[src/rtl/icu_pkg.sv]
package icu_pkg;
  // Command byte bit positions
  localparam int unsigned CB_INIT  = 4;
  localparam int unsigned CB_RSEL  = 3;
  localparam int unsigned CB_EOI   = 5;
  localparam int unsigned CB_SPEC  = 6;
  // Configuration byte bit positions
  localparam int unsigned CF_SINGLE = 1;
  localparam int unsigned CF_MODEW  = 0;
  // Mode word bit position
  localparam int unsigned MW_AEOI   = 1;
  // Exact code arming an in-service read
  localparam logic [7:0] RSEL_ISR_CODE = 8'h0B;

  typedef enum logic [1:0] {
    CK_NONE = 2'd0,
    CK_INIT = 2'd1,
    CK_RSEL = 2'd2,
    CK_EOI  = 2'd3
  } cmd_kind_e;
endpackage

[src/rtl/icu_cmd_decode.sv]
module icu_cmd_decode
  import icu_pkg::*;
#(
  parameter int unsigned DW = 8,
  localparam int unsigned LVL_W = $clog2(DW)
) (
  input  logic             cmd_wr,
  input  logic [DW-1:0]    cmd_byte,
  output cmd_kind_e        kind,
  output logic             arm_isr,
  output logic             eoi_spec,
  output logic [LVL_W-1:0] eoi_lvl
);
  always_comb begin
    kind = CK_NONE;
    if (cmd_wr) begin
      if (cmd_byte[CB_INIT])      kind = CK_INIT;
      else if (cmd_byte[CB_RSEL]) kind = CK_RSEL;
      else if (cmd_byte[CB_EOI])  kind = CK_EOI;
    end
  end

  assign arm_isr  = (kind == CK_RSEL) && (cmd_byte == DW'(RSEL_ISR_CODE));
  assign eoi_spec = cmd_byte[CB_SPEC];
  assign eoi_lvl  = cmd_byte[LVL_W-1:0];
endmodule

[src/rtl/icu_init_seq.sv]
module icu_init_seq
  import icu_pkg::*;
#(
  parameter int unsigned DW      = 8,
  parameter int unsigned OFS_LOW = 3
) (
  input  logic          clk,
  input  logic          rst_n,
  input  logic          init_start,
  input  logic [DW-1:0] cmd_byte,
  input  logic          data_wr,
  input  logic [DW-1:0] data_byte,
  output logic [DW-1:0] mask,
  output logic [DW-1:0] cfg,
  output logic [DW-1:0] offset,
  output logic [DW-1:0] cascade,
  output logic          aeoi,
  output logic          busy
);
  localparam logic [DW-1:0] OFS_KEEP = ~DW'((1 << OFS_LOW) - 1);

  logic offset_set;
  logic casc_seen;

  always_ff @(posedge clk) begin
    if (!rst_n) begin
      mask       <= '1;
      cfg        <= '0;
      offset     <= '0;
      cascade    <= '0;
      aeoi       <= 1'b0;
      busy       <= 1'b0;
      offset_set <= 1'b0;
      casc_seen  <= 1'b0;
    end else if (init_start) begin
      busy       <= 1'b1;
      cfg        <= cmd_byte;
      offset_set <= 1'b0;
      casc_seen  <= 1'b0;
    end else if (data_wr) begin
      if (!busy) begin
        mask <= data_byte;
      end else if (!offset_set) begin
        offset     <= data_byte & OFS_KEEP;
        offset_set <= 1'b1;
        if (cfg[CF_SINGLE] && !cfg[CF_MODEW]) busy <= 1'b0;
      end else if (!cfg[CF_SINGLE] && !casc_seen) begin
        cascade   <= data_byte;
        casc_seen <= 1'b1;
        if (!cfg[CF_MODEW]) busy <= 1'b0;
      end else begin
        aeoi <= data_byte[MW_AEOI];
        busy <= 1'b0;
      end
    end
  end


  init_opens_chk: assert property (@(posedge clk) disable iff (!rst_n)
    init_start |=> (busy && cfg == $past(cmd_byte)));


  mask_load_chk: assert property (@(posedge clk) disable iff (!rst_n)
    (data_wr && !init_start && !busy) |=> (mask == $past(data_byte)));


  mask_hold_chk: assert property (@(posedge clk) disable iff (!rst_n)
    (data_wr && busy) |=> $stable(mask));


  mode_word_ends_chk: assert property (@(posedge clk) disable iff (!rst_n)
    (data_wr && !init_start && busy && offset_set && (cfg[CF_SINGLE] || casc_seen))
      |=> (!busy && aeoi == $past(data_byte[MW_AEOI])));
endmodule

[src/rtl/icu_isr_bank.sv]
module icu_isr_bank #(
  parameter int unsigned DW = 8,
  localparam int unsigned LVL_W = $clog2(DW)
) (
  input  logic             clk,
  input  logic             rst_n,
  input  logic [DW-1:0]    set_vec,
  input  logic             eoi_fire,
  input  logic             eoi_spec,
  input  logic [LVL_W-1:0] eoi_lvl,
  output logic [DW-1:0]    isr
);
  logic [DW-1:0] clr_vec;

  always_comb begin
    clr_vec = '0;
    if (eoi_fire) begin
      if (eoi_spec) clr_vec[eoi_lvl] = 1'b1;
      else          clr_vec = '1;
    end
  end

  always_ff @(posedge clk) begin
    if (!rst_n) isr <= '0;
    else        isr <= (isr & ~clr_vec) | set_vec;
  end


  set_lands_chk: assert property (@(posedge clk) disable iff (!rst_n)
    (|set_vec) |=> ((isr & $past(set_vec)) == $past(set_vec)));


  eoi_all_chk: assert property (@(posedge clk) disable iff (!rst_n)
    (eoi_fire && !eoi_spec && set_vec == '0) |=> (isr == '0));


  no_eoi_hold_chk: assert property (@(posedge clk) disable iff (!rst_n)
    (!eoi_fire && set_vec == '0) |=> $stable(isr));
endmodule

[src/rtl/icu_read_port.sv]
module icu_read_port #(
  parameter int unsigned DW = 8
) (
  input  logic          clk,
  input  logic          rst_n,
  input  logic          arm_isr,
  input  logic          rd_en,
  input  logic          rd_is_data,
  input  logic [DW-1:0] mask,
  input  logic [DW-1:0] req,
  input  logic [DW-1:0] isr,
  output logic [DW-1:0] rd_data
);
  logic sel_isr;
  logic cmd_rd;

  assign cmd_rd = rd_en && !rd_is_data;

  always_ff @(posedge clk) begin
    if (!rst_n)                sel_isr <= 1'b0;
    else if (arm_isr)          sel_isr <= 1'b1;
    else if (cmd_rd && sel_isr) sel_isr <= 1'b0;
  end

  always_comb begin
    if (rd_is_data)   rd_data = mask;
    else if (sel_isr) rd_data = isr;
    else              rd_data = req;
  end


  select_one_shot_chk: assert property (@(posedge clk) disable iff (!rst_n)
    (cmd_rd && sel_isr && !arm_isr) |=> !sel_isr);


  select_arms_chk: assert property (@(posedge clk) disable iff (!rst_n)
    arm_isr |=> sel_isr);
endmodule

[src/rtl/icu_prog_seq.sv]
module icu_prog_seq
  import icu_pkg::*;
#(
  parameter int unsigned DW = 8,
  localparam int unsigned LVL_W = $clog2(DW)
) (
  input  logic             clk,
  input  logic             rst_n,
  input  logic             wr_en,
  input  logic             wr_addr,
  input  logic [DW-1:0]    wr_data,
  input  logic             rd_en,
  input  logic             rd_addr,
  output logic [DW-1:0]    rd_data,
  input  logic [DW-1:0]    req_vec,
  input  logic [DW-1:0]    isr_set,
  output logic [DW-1:0]    mask_o,
  output logic [DW-1:0]    cfg_o,
  output logic [DW-1:0]    offset_o,
  output logic [DW-1:0]    cascade_o,
  output logic             auto_eoi_o,
  output logic             init_busy_o,
  output logic [DW-1:0]    isr_o,
  output logic             eoi_stb_o,
  output logic             eoi_specific_o,
  output logic [LVL_W-1:0] eoi_level_o
);
  cmd_kind_e        kind;
  logic             arm_isr;
  logic             eoi_spec;
  logic [LVL_W-1:0] eoi_lvl;
  logic             cmd_wr;
  logic             data_wr;

  assign cmd_wr  = wr_en && !wr_addr;
  assign data_wr = wr_en &&  wr_addr;

  icu_cmd_decode #(.DW(DW)) u_dec (
    .cmd_wr   (cmd_wr),
    .cmd_byte (wr_data),
    .kind     (kind),
    .arm_isr  (arm_isr),
    .eoi_spec (eoi_spec),
    .eoi_lvl  (eoi_lvl)
  );

  icu_init_seq #(.DW(DW)) u_init (
    .clk        (clk),
    .rst_n      (rst_n),
    .init_start (kind == CK_INIT),
    .cmd_byte   (wr_data),
    .data_wr    (data_wr),
    .data_byte  (wr_data),
    .mask       (mask_o),
    .cfg        (cfg_o),
    .offset     (offset_o),
    .cascade    (cascade_o),
    .aeoi       (auto_eoi_o),
    .busy       (init_busy_o)
  );

  icu_isr_bank #(.DW(DW)) u_isr (
    .clk      (clk),
    .rst_n    (rst_n),
    .set_vec  (isr_set),
    .eoi_fire (kind == CK_EOI),
    .eoi_spec (eoi_spec),
    .eoi_lvl  (eoi_lvl),
    .isr      (isr_o)
  );

  icu_read_port #(.DW(DW)) u_rd (
    .clk        (clk),
    .rst_n      (rst_n),
    .arm_isr    (arm_isr),
    .rd_en      (rd_en),
    .rd_is_data (rd_addr),
    .mask       (mask_o),
    .req        (req_vec),
    .isr        (isr_o),
    .rd_data    (rd_data)
  );

  assign eoi_stb_o      = (kind == CK_EOI);
  assign eoi_specific_o = eoi_stb_o && eoi_spec;
  assign eoi_level_o    = eoi_lvl;


  eoi_strobe_chk: assert property (@(posedge clk) disable iff (!rst_n)
    (eoi_stb_o && eoi_specific_o && isr_set == '0) |=> (isr_o[$past(eoi_level_o)] == 1'b0));
endmodule

[config.mk]
export PLATFORM = sky130hd
export DESIGN_NAME = icu_prog_seq
export DESIGN_NICKNAME = d
export VERILOG_FILES = /design/src/rtl/icu_pkg.sv /design/src/rtl/icu_cmd_decode.sv /design/src/rtl/icu_init_seq.sv /design/src/rtl/icu_isr_bank.sv /design/src/rtl/icu_read_port.sv /design/src/rtl/icu_prog_seq.sv
export SDC_FILE = /design/constraint.sdc
export NUM_CORES = 1
export LEC_CHECK = 0
export BUFFER_PORTS_ARGS = -buffer_cell sky130_fd_sc_hd__buf_4
export CAP_MARGIN = 20
export CORE_MARGIN = 5
export CORE_UTILIZATION = 36
export DETAILED_ROUTE_END_ITERATION = 10
export SLEW_MARGIN = 30
export SYNTH_ARGS = -nofsm -noshare
export SYNTH_HDL_FRONTEND = slang
export SYNTH_HIERARCHICAL = 1
export SYNTH_SLANG_ARGS = --single-unit
[constraint.sdc]
create_clock -name clk -period 1.55 [get_ports clk]
set_input_delay 0.2325 -clock clk [delete_from_list [all_inputs] [get_ports clk]]
set_output_delay 0.2325 -clock clk [all_outputs]
set_load 0.05 [all_outputs]
# Word-level counts from Yosys, hierarchy flattened
# Index checks and enable logic that the tools add are counted.
# totals
register_bits	42
in_bits	30
out_inout_bits	55
# classes
magnitude_cmp	2
n_eq_ne	4
muxes	19
bitwise	8
n_reduce_logical	23
# op_table
operator	n
8-bit 2-to-1 mux	4
1-bit 2-to-1 mux	10
5-bit AND reduction	2
1-bit logical AND	9
8-bit bitwise AND	1
8-bit by 4-bit == test with 1-bit output (second input constant)	1
2-bit 2-to-1 mux	4
8-bit inverter	1
8-bit OR	1
4-bit AND reduction	2
1-bit logical NOT	5
1-bit inverter	5
2-bit == test (second input constant)	2
3-bit by 4-bit less-than comparator with 1-bit output (second input constant)	1
2-bit nonzero test	2
1-bit demux with 3-bit select	1
3-bit by 1-bit greater-or-equal comparator with 1-bit output (second input constant)	1
3-bit AND reduction	1
2-bit by 1-bit == test with 1-bit output (second input constant)	1
2-bit AND reduction	1
2-bit OR reduction	1

# Depth between registers and ports, before layout
# Gate-level depths: netlist of the first run.
# logic_depth
depth_word	9
depth_mapped	8
mapped_depth_nobuf	6

# Cells and area by module
# Netlist of the first run, hierarchy kept.
# modules_own_cells
module	n_inst	cells_each	area_per_inst_um2	seq_area_each_um2
icu_init_seq	1	141	1311.3	660.6
icu_isr_bank	1	51	456.7	160.2
icu_read_port	1	30	203.9	20.0
icu_cmd_decode	1	12	86.3	0.0
icu_prog_seq	1	5	31.3	0.0

# Least setup slack after synthesis of the first run
# OpenSTA, ideal clock, no wires.
# synth_timing
kind	reg-to-output
startpoint	register u_isr.isr[4]
endpoint	output port rd_data[4]
arrival_ps	1905
slack_ps	-588
stages_incl_launch_ff	3
path_buffers	0
path_cell_list	dfxtp_1 mux2i_1 o21ai_0
# synth_via
elab_chain_len	2
# synth_lines
element	line	source
from (decl)	icu_isr_bank.sv:11	output logic [DW-1:0] isr
from (signal assigned)	icu_isr_bank.sv:25	else isr <= (isr & ~clr_vec) | set_vec;
8-bit 2-to-1 mux	icu_read_port.sv:27	else if (sel_isr) rd_data = isr;
8-bit 2-to-1 mux	icu_read_port.sv:26	if (rd_is_data) rd_data = mask;
to (decl)	icu_prog_seq.sv:14	output logic [DW-1:0] rd_data,
# No other way between the ends.

# Worst setup path in the final report of the first run
# layout_timing
startpoint	register u_rd.sel_isr
endpoint	output port rd_data[5]
# layout_via
elab_chain_len	2
# layout_lines
element	line	source
from (decl)	icu_read_port.sv:14	logic sel_isr;
from (signal assigned)	icu_read_port.sv:20	if (!rst_n) sel_isr <= 1'b0;
from (signal assigned)	icu_read_port.sv:21	else if (arm_isr) sel_isr <= 1'b1;
from (signal assigned)	icu_read_port.sv:22	else if (cmd_rd && sel_isr) sel_isr <= 1'b0;
8-bit 2-to-1 mux	icu_read_port.sv:27	
8-bit 2-to-1 mux	icu_read_port.sv:26	
# No other way between the ends.

==> results.cfg, run 1 <==
[yosys]
ys_seq_area_share_pct = 40.24
syn_area_sq_um = 2090
ys_ff_latch = 42
ys.flop_type = dfxtp_1
synthArstFlopShare_pct = 0
synth_edf_count = 0
synth.area.top_cells = dfxtp_1, mux2i_1, nand2_1, nand3_1, nor2b_1
synth_cells = 239
yosysMostFrequentCell = nand2_1
syn_area_per_cell_sq_um = 8.743
ys_warn_count = 6
synth_top_area_share_pct = 40.24
yosysUniqueCellTypes = 35
yosysTopAreaCell = dfxtp_1
yosys-top-cells-count = nand2_1, dfxtp_1, mux2i_1

[setup_path]
cp.arrival_ns = 1.25
crit_slowest_cell = dfxtp_2
crit_type = reg2out
crit_top_cell = buf_4
critical_path_required_ns = 1.32
timing.rr.start = u_init/busy
startpoint = u_rd/sel_isr
r2r_slack_ns = 0.27
crit_chain = buf_4 > mux2i_1 > o21ai_2 > buf_4
reg2reg_depth = 3
endpoint_kind = output port
crit_buf_inv = 2
endpoint = rd_data[5]
cpPeakStageDelay_ns = 0.34
reg2reg_to = u_init/mask[4]
crit_path_max_fanout = 4
critPathTopFamily = flip-flops
critical_path_depth = 4
start_kind = flop

[cells_and_area]
drive_gt1_share_pct = 38.96
fillers = 560
nNetsFinal = 355
antenna_cells = 0
area_delta_synth_final_pct = 39.70
instances_no_fill = 398

[grt]
grt_pass1_wl_mm = 9.722
antenna_found_initial = 0
grtUsageTotal_pct = 16.63
grt-ovfl-total = 0
grt_start_max_net_pins = 55
grt_pass1_vias = 1915

[route]
drc = 0
wl_mm = 6.164
ant_nets = 0
dr.pass1.iters = 4
drt_iter0_drc = 112
vias_per_cell = 4.889
wl_per_cell_microns = 15.49
via_count = 1946

[floorplan]
die-area_sq_um = 7428
core-area_sq_um = 5574
pin_count = 85
die_y_microns = 86.19
die_w_microns = 86.19
num_rows = 27
initial_core_util_pct = 37.49

[timing]
rsz0062_at_grt = false
period_share_pct = 95.65
drv_slew = 0
fin_setup_tns_ns = 0
hold_violations = 0
fmax_ghz = 0.6745
finalSetupViolations = 0
clock-skew-final_ns = 0.007159
period_needed_ns = 1.483

[clock_tree]
worst_skew_pair.late_latency_ns = 0.29
h-tree-depth = 2
cts_sinks = 42
clk_path_buf_depth = 2
ctsHoldBuffers = 0
cts.reportedPaths.clkPinSlew_ns = 0.07
root_buffer = clkbuf_8
cts_tree = built
numCtsBuffers = 5

[place]
portBuffers = 81
dp.cells = 389
globalplace.congestion = 0.7761
place_hpwl_mm = 4.422

[power]
powerDensity_nw_per_um2 = 911.1
power.leakage_nw = 1.342
p_total_mw = 2.660
ir_drop_v = 0.0003639

[status]
outcome = finished clean

[flow_run]
maxCapViolations = 0

[hold_path]
worstHoldPathType = in2reg
-- timing repair --
action | in CTS | in global routing
endpoints found under the setup margin | 2 | 7
buffers inserted | 1 | 0
cloned | 0 | 0
resized for setup | 3 | 4
-- layout make-up --
class	instances	area, sq um	area share, %
clock buffers	7	86.33	2.958
inverters	1	3.754	0.1286
well taps	72	90.09	3.086
flip-flops and latches	42	842.1	28.85
multi-input cells	176	1141	39.09
clock inverters	1	5.005	0.1715
repair buffers	99	750.7	25.72
-- worst min path at each step --
stage / from / to / slack, ns / cells past startpoint
after floorplan: wr_data[5] / u_init/mask[5] / 0.36 / 2
after detailed placement: isr_set[6] / u_isr/isr[6] / 0.45 / 3
after global placement: u_init/cascade[1] / u_init/cascade[1] / 0.45 / 2
after CTS: isr_set[6] / u_isr/isr[6] / 0.14 / 3
final: isr_set[6] / u_isr/isr[6] / 0.15 / 3
after global routing: isr_set[6] / u_isr/isr[6] / 0.16 / 3
-- state kept, by name (all words and copies together) (netlist names) --
| signal | cells |
|---|---|
| u_init/aeoi | 1 |
| u_init/casc_seen | 1 |
| u_isr/isr | 8 |
| u_init/offset_set | 1 |
| u_init/mask | 8 |
| u_rd/sel_isr | 1 |
| u_init/offset | 5 |
| u_init/cascade | 8 |
| u_init/cfg | 8 |
| u_init/busy | 1 |
-- logic make-up after synthesis --
group	share of synthesized area, %
mux	11.50
buf+inv	7.964
other cells	0.1795
simple gates	30.18
compound gates	9.941
flops	40.24
-- stage by stage --
stage                     hold slack (ns)  instance area, sq um  setup WS (ns)  util, %
final                              0.1533                  2919        0.06739    52.37
after global routing               0.1586                  2919        0.01222    52.37
after CTS                          0.1416                  2908        0.03925    52.17
after detailed placement           0.4497                  2798        -0.1687    50.19
after global placement             0.4483                  2798        -0.1537    50.19
after floorplan                    0.3551                  2135       -0.03650        -
-- report_power, final --
part,switching (mW),internal (mW),total [mW]
registers,0.0599,1.13,1.19
clock network,0.367,0.360,0.726
logic,0.484,0.255,0.740
total,0.911,1.75,2.66
-- worst min-delay path, cell delays in order --
cell      delay (ns)
buf_4           0.08
nand2_1         0.05
o211ai_2        0.06
-- per-layer routing --
metal	share of wire (%)	global-route usage, %	vias to the layer above
met5	0	0	-
met4	0.37	4.249	0
met3	9.2	5.703	2
met2	42	25.44	73
met1	48	22.48	885
li1	-	-	986
-- layout by cell type, fill, tap and decap left out, types with 2 or more instances in the layout --
cell type	instances
o211ai_1	5
buf_4	97
nand2_1	50
mux2i_1	23
nand3_1	20
buf_6	2
o21ai_0	7
conb_1	3
clkbuf_8	6
o21ai_2	8
nor2_1	3
o211ai_2	3
dfxtp_1	41
nand3b_1	8
and3b_1	3
nor2b_1	11
a21oi_1	3
and3_1	3
nand2b_1	3
nor3b_1	3
nor3_1	2
(Power assumes the default switching activity.)
==> inputs of run 2 (changes only) <==
--- a/config.mk
+++ b/config.mk
@@ -7,6 +7,7 @@
 export LEC_CHECK = 0
 export BUFFER_PORTS_ARGS = -buffer_cell sky130_fd_sc_hd__buf_4
 export CAP_MARGIN = 20
+export CORE_ASPECT_RATIO = 1.75
 export CORE_MARGIN = 5
 export CORE_UTILIZATION = 36
 export DETAILED_ROUTE_END_ITERATION = 10
==> run 2 against run 1 <==
  * Combinational power barely moved
  * Largest cell class unchanged
  * Sequential share of layout area fell by 0.28 points
  * Critical path type unchanged
  * Clock-buffer cell count fell by 1
  * First-iteration DRC count fell by 38%
  * Largest power group unchanged
  * Cell count rose by 0.75%
  * Critical path depth did not move
  * Global-route usage fell by 0.43 points
==> results.cfg, run 2 (same netlist as run 1, synthesis figures left out) <==
[timing]
fmax_ghz = 0.6745
drv_slew = 0
period_share_pct = 95.66
hold_violations = 0
worst_slack_ns = 0.06733
clock-skew-final_ns = 0.007031
fin_setup_tns_ns = 0
rsz0062_at_grt = false
period_needed_ns = 1.483
whs_ns = 0.1584
finalSetupViolations = 0

[setup_path]
critical_path_required_ns = 1.32
start_kind = flop
crit_type = reg2out
endpoint_kind = output port
crit_path_max_fanout = 6
cp.arrival_ns = 1.25

[floorplan]
initial_core_util_pct = 37.11
pin_count = 85
die-area_sq_um = 7488
die_y_microns = 110.8
num_rows = 36
die_w_microns = 67.59
core-area_sq_um = 5630

[hold_path]
worstHoldPathType = in2reg

[clock_tree]
numCtsBuffers = 5
cts_sinks = 42
cts.reportedPaths.clkPinSlew_ns = 0.08
cts_tree = built
root_buffer = clkbuf_8
worst_skew_pair.late_latency_ns = 0.29
clk_path_buf_depth = 2
h-tree-depth = 2

[cells_and_area]
fillers = 562
final_cell_mix = buf_4, nand2_1, dfxtp_1, mux2i_1, nand3_1
nNetsFinal = 354
antenna_cells = 0
area_delta_synth_final_pct = 41.08
drive_gt1_share_pct = 38.77
final_common_cell = buf_4

[place]
portBuffers = 81
dp_slack_ns = -0.1310
globalplace.congestion = 0.7502
place_hpwl_mm = 4.600

[route]
wl_per_cell_microns = 14.82
vias_per_cell = 4.823
drc = 0
dr.pass1.iters = 4
wl_mm = 5.943
via_count = 1934
ant_nets = 0
drt_iter0_drc = 70

[power]
powerDensity_nw_per_um2 = 902.8
power.leakage_nw = 1.341
ir_drop_v = 0.0006885

[grt]
grt-ovfl-total = 0
grtUsageTotal_pct = 16.20
grt_pass1_wl_mm = 9.384
grt_pass1_vias = 1885
antenna_found_initial = 0
grt_start_max_net_pins = 32

[flow_run]
maxCapViolations = 0

[status]
outcome = finished clean
==> run 2: cell count changes in the layout (fill, tap and decap cells not counted), sizes merged <==
| cell | before | now |
|---|---|---|
| clkinvlp | 0 | 1 |
| clkbuf | 7 | 6 |
| buf | 99 | 98 |
==> run 2: repair_timing <==
action / 4_1_cts / 5_1_grt
endpoints found under the setup margin: 1 / 6
setup buffers: 0 / 0
endpoints found under the hold margin: 0 / 0
gates resized for setup: 1 / 8
cloned: 0 / 0
hold buffers: 0 / 0
==> run 2: per-stage QoR <==
step	power (mW)	area (sq um)	cells	utilization, %
6_report	2.661	2948	401	52.36
4_1_cts	2.700	2917	401	51.80
3_3_place_gp	1.958	2815	393	50.00
5_1_grt	2.792	2948	401	52.36
2_1_floorplan	1.705	2135	241	-
3_5_place_dp	1.966	2815	393	50.00
==> run 2: area by class of cell <==
cell class              instances  area [sq um]  area share (%)
repair buffers                 98         763.2           25.89
inverters                       1         3.754          0.1273
clock inverters                 2         12.51          0.4244
multi-input cells             176          1149           38.96
flip-flops and latches         42         842.1           28.57
well taps                      76         95.09           3.226
clock buffers                   6         82.58           2.801
==> run 2: report_power, final <==
part | switching [mW] | internal, mW
combinational | 0.480 | 0.260
sequential | 0.0635 | 1.13
clock | 0.366 | 0.358
==> run 2: path summary, 6_finish.rpt <==
kind	cells past startpoint	start	slack, ns	endpoint
setup / recovery	4	u_rd/sel_isr	0.07	rd_data[4]
hold / removal	3	isr_set[3]	0.16	u_isr/isr[3]
setup reg to reg	3	u_init/busy	0.30	u_init/mask[4]
hold reg to reg	2	u_init/cascade[5]	0.46	u_init/cascade[5]
==> run 2: worst max-delay path, stage by stage, from the launching register on <==
cell     delay, ns
dfxtp_2       0.34
buf_6         0.14
mux2i_1       0.24
o21ai_2       0.07
buf_4         0.19
==> run 2: layer usage <==
layer	global-route usage, %	wire length [microns]	vias up
met1	17.47	2226	881
li1	-	-	990
met2	30.19	3278	58
met5	0	0	-
met4	3.659	55	0
met3	3.854	384	5
==> inputs of run 3 (changes only) <==
--- a/config.mk
+++ b/config.mk
@@ -9,8 +9,9 @@
 export CAP_MARGIN = 20
 export CORE_ASPECT_RATIO = 1.75
 export CORE_MARGIN = 5
-export CORE_UTILIZATION = 36
+export CORE_UTILIZATION = 43
 export DETAILED_ROUTE_END_ITERATION = 10
+export PLACE_DENSITY = 0.75
 export SLEW_MARGIN = 30
 export SYNTH_ARGS = -nofsm -noshare
 export SYNTH_HDL_FRONTEND = slang
==> run 3 against run 2 <==
  * Clock-buffer cell count shrank 1
  * Non-clock buffer count shrank 4
  * Critical path depth is the same
  * Combinational power shrank 0.5%
  * Wire length shrank 0.93%
  * Worst setup slack lost 0.0089 ns
  * Total power grew 0.28%
  * Final area shrank 2.3%
  * Register-to-register slack lost 0.06 ns
  * Fmax shrank 0.60%
  * First-iteration DRC count grew 37%
  * Sequential power is essentially flat
  * Critical endpoint is now rd_data[1]
  * Largest power group unchanged
==> results.cfg, run 3 (same netlist as run 1, synthesis figures left out) <==
[setup_path]
start_kind = flop
endpoint_kind = output port
crit_buf_inv = 2
critical_path_required_ns = 1.32
crit_path_max_fanout = 5
crit_top_cell = buf_4
crit_slowest_cell = dfxtp_2
cp.arrival_ns = 1.26
critPathTopFamily = buffers and inverters
crit_type = reg2out
reg2reg_to = u_init/mask[5]
crit_chain = buf_4 > mux2i_1 > o21ai_2 > buf_4
reg2reg_depth = 3
r2r_slack_ns = 0.24
cpPeakStageDelay_ns = 0.33
timing.rr.start = u_init/busy

[timing]
fmax_ghz = 0.6704
period_share_pct = 96.23
drv_slew = 0
clock-skew-final_ns = 0.007756
finalSetupViolations = 0
whs_ns = 0.1498
rsz0062_at_grt = true
hold_violations = 0
period_needed_ns = 1.492

[place]
place_hpwl_mm = 4.421
dpl-instance-area_sq_um = 2755
portBuffers = 81
dp.cells = 365
globalplace.congestion = 0.7522

[grt]
busiest_layer = met2
grt_pass1_wl_mm = 9.377
antenna_found_initial = 0
grtUsageTotal_pct = 18.23
grt_use_met3_pct = 4.620
met2_usage_pct = 32.99
use_met1_pct = 19.73
grt_start_max_net_pins = 34
grt-ovfl-total = 0
grt_pass1_vias = 1959

[cells_and_area]
final_cell_area_sq_um = 2880
area_delta_synth_final_pct = 37.84
final_common_cell = buf_4
nNetsFinal = 350
drive_gt1_share_pct = 38.63
final_cell_mix = buf_4, nand2_1, dfxtp_1, mux2i_1, nand3_1
antenna_cells = 0
instances_no_fill = 373

[route]
via_count = 1975
drc = 0
wl_mm = 5.888
ant_nets = 0
wl_per_cell_microns = 15.79
dr.pass1.iters = 4
vias_per_cell = 5.295
drt_iter0_drc = 96

[power]
p_sw_share_pct = 35.74
p_seq_share_pct = 44.8
power.leakage_nw = 1.322
ir_drop_v = 0.0006728
power_frac_comb_pct = 27.6
clkPwrFrac_pct = 27.5
internal_power_mw = 1.715
powerDensity_nw_per_um2 = 926.6
p_sw_mw = 0.9537

[floorplan]
initial_core_util_pct = 44.39
num_rows = 33
die_w_microns = 62.70
die-area_sq_um = 6408
pin_count = 85
core-area_sq_um = 4707
die_y_microns = 102.2

[status]
outcome = finished clean

[hold_path]
hold_end = u_isr/isr[5]
worstHoldPathType = in2reg
min_from = isr_set[5]
min_path_cells = 3

[clock_tree]
worst_skew_pair.late_latency_ns = 0.30
cts_tree = built
cts_sinks = 42
cts.reportedPaths.clkPinSlew_ns = 0.09
h-tree-depth = 2
clk_path_buf_depth = 2
root_buffer = clkbuf_8
numCtsBuffers = 5
cts_setup_buffers = 0

[flow_run]
maxCapViolations = 0
==> run 3: cell count changes in the layout (fill, tap and decap cells not counted), sizes merged <==
cell	before	now
buf	98	94
clkbuf	6	5
inv	1	2
==> run 3: final cells by class <==
type	count	area, sq um
inverters	1	3.754
multi-input cells	176	1146
clock inverters	3	25.02
well taps	52	65.06
repair buffers	94	729.5
flip-flops and latches	42	842.1
clock buffers	5	68.82
fillers	452	1827
==> run 3: worst register-to-register path: cells and delay by family, from the launching register on <==
family	cells	cell delay, ns
simple gates	3	0.78
flops	1	0.41
==> run 3: how the worst max path moves through the flow <==
stage          slack (ns)  cells after the start    startpoint             end
2_1_floorplan       -0.04                      5         wr_en    u_isr/isr[3]
3_3_place_gp        -0.11                      7       wr_addr  u_init/mask[5]
3_5_place_dp        -0.17                      7       wr_addr  u_init/mask[0]
4_1_cts              0.02                      5       wr_addr       eoi_stb_o
5_1_grt            -0.002                      4  u_rd/sel_isr      rd_data[2]
6_report             0.06                      4  u_rd/sel_isr      rd_data[1]
==> run 3: stage by stage <==
step	util (%)	setup slack (ns)	power, mW	setup TNS (ns)
floorplan	-	-0.03650	1.705	-0.4836
global placement	58.53	-0.1052	1.942	-1.572
detailed placement	58.53	-0.1730	1.953	-2.582
CTS	60.69	0.02199	2.687	0
global route	61.19	-0.002314	2.788	-0.002314
finish	61.19	0.05843	2.669	0
==> run 3: per-layer routing <==
metal | routed length, microns | vias to the layer above
li1 | - | 977
met1 | 2191 | 916
met2 | 3151 | 71
met3 | 380 | 11
met4 | 164 | 0
met5 | 0 | -
==> run 3: power by group through the flow <==
stage	registers [mW]	logic (mW)	clock network [mW]
after floorplan	1.39	0.320	0
after global placement	1.22	0.720	0
after detailed placement	1.22	0.730	0
after CTS	1.20	0.735	0.753
after global routing	1.21	0.783	0.799
final	1.20	0.737	0.735
==> run 3: timing repair <==
| item | in CTS | in global routing |
|---|---|---|
| endpoints found under the setup margin | 2 | 9 |
| gates resized for setup | 2 | 8 |
| hold buffers | 0 | 0 |
| pin swaps | 0 | 0 |
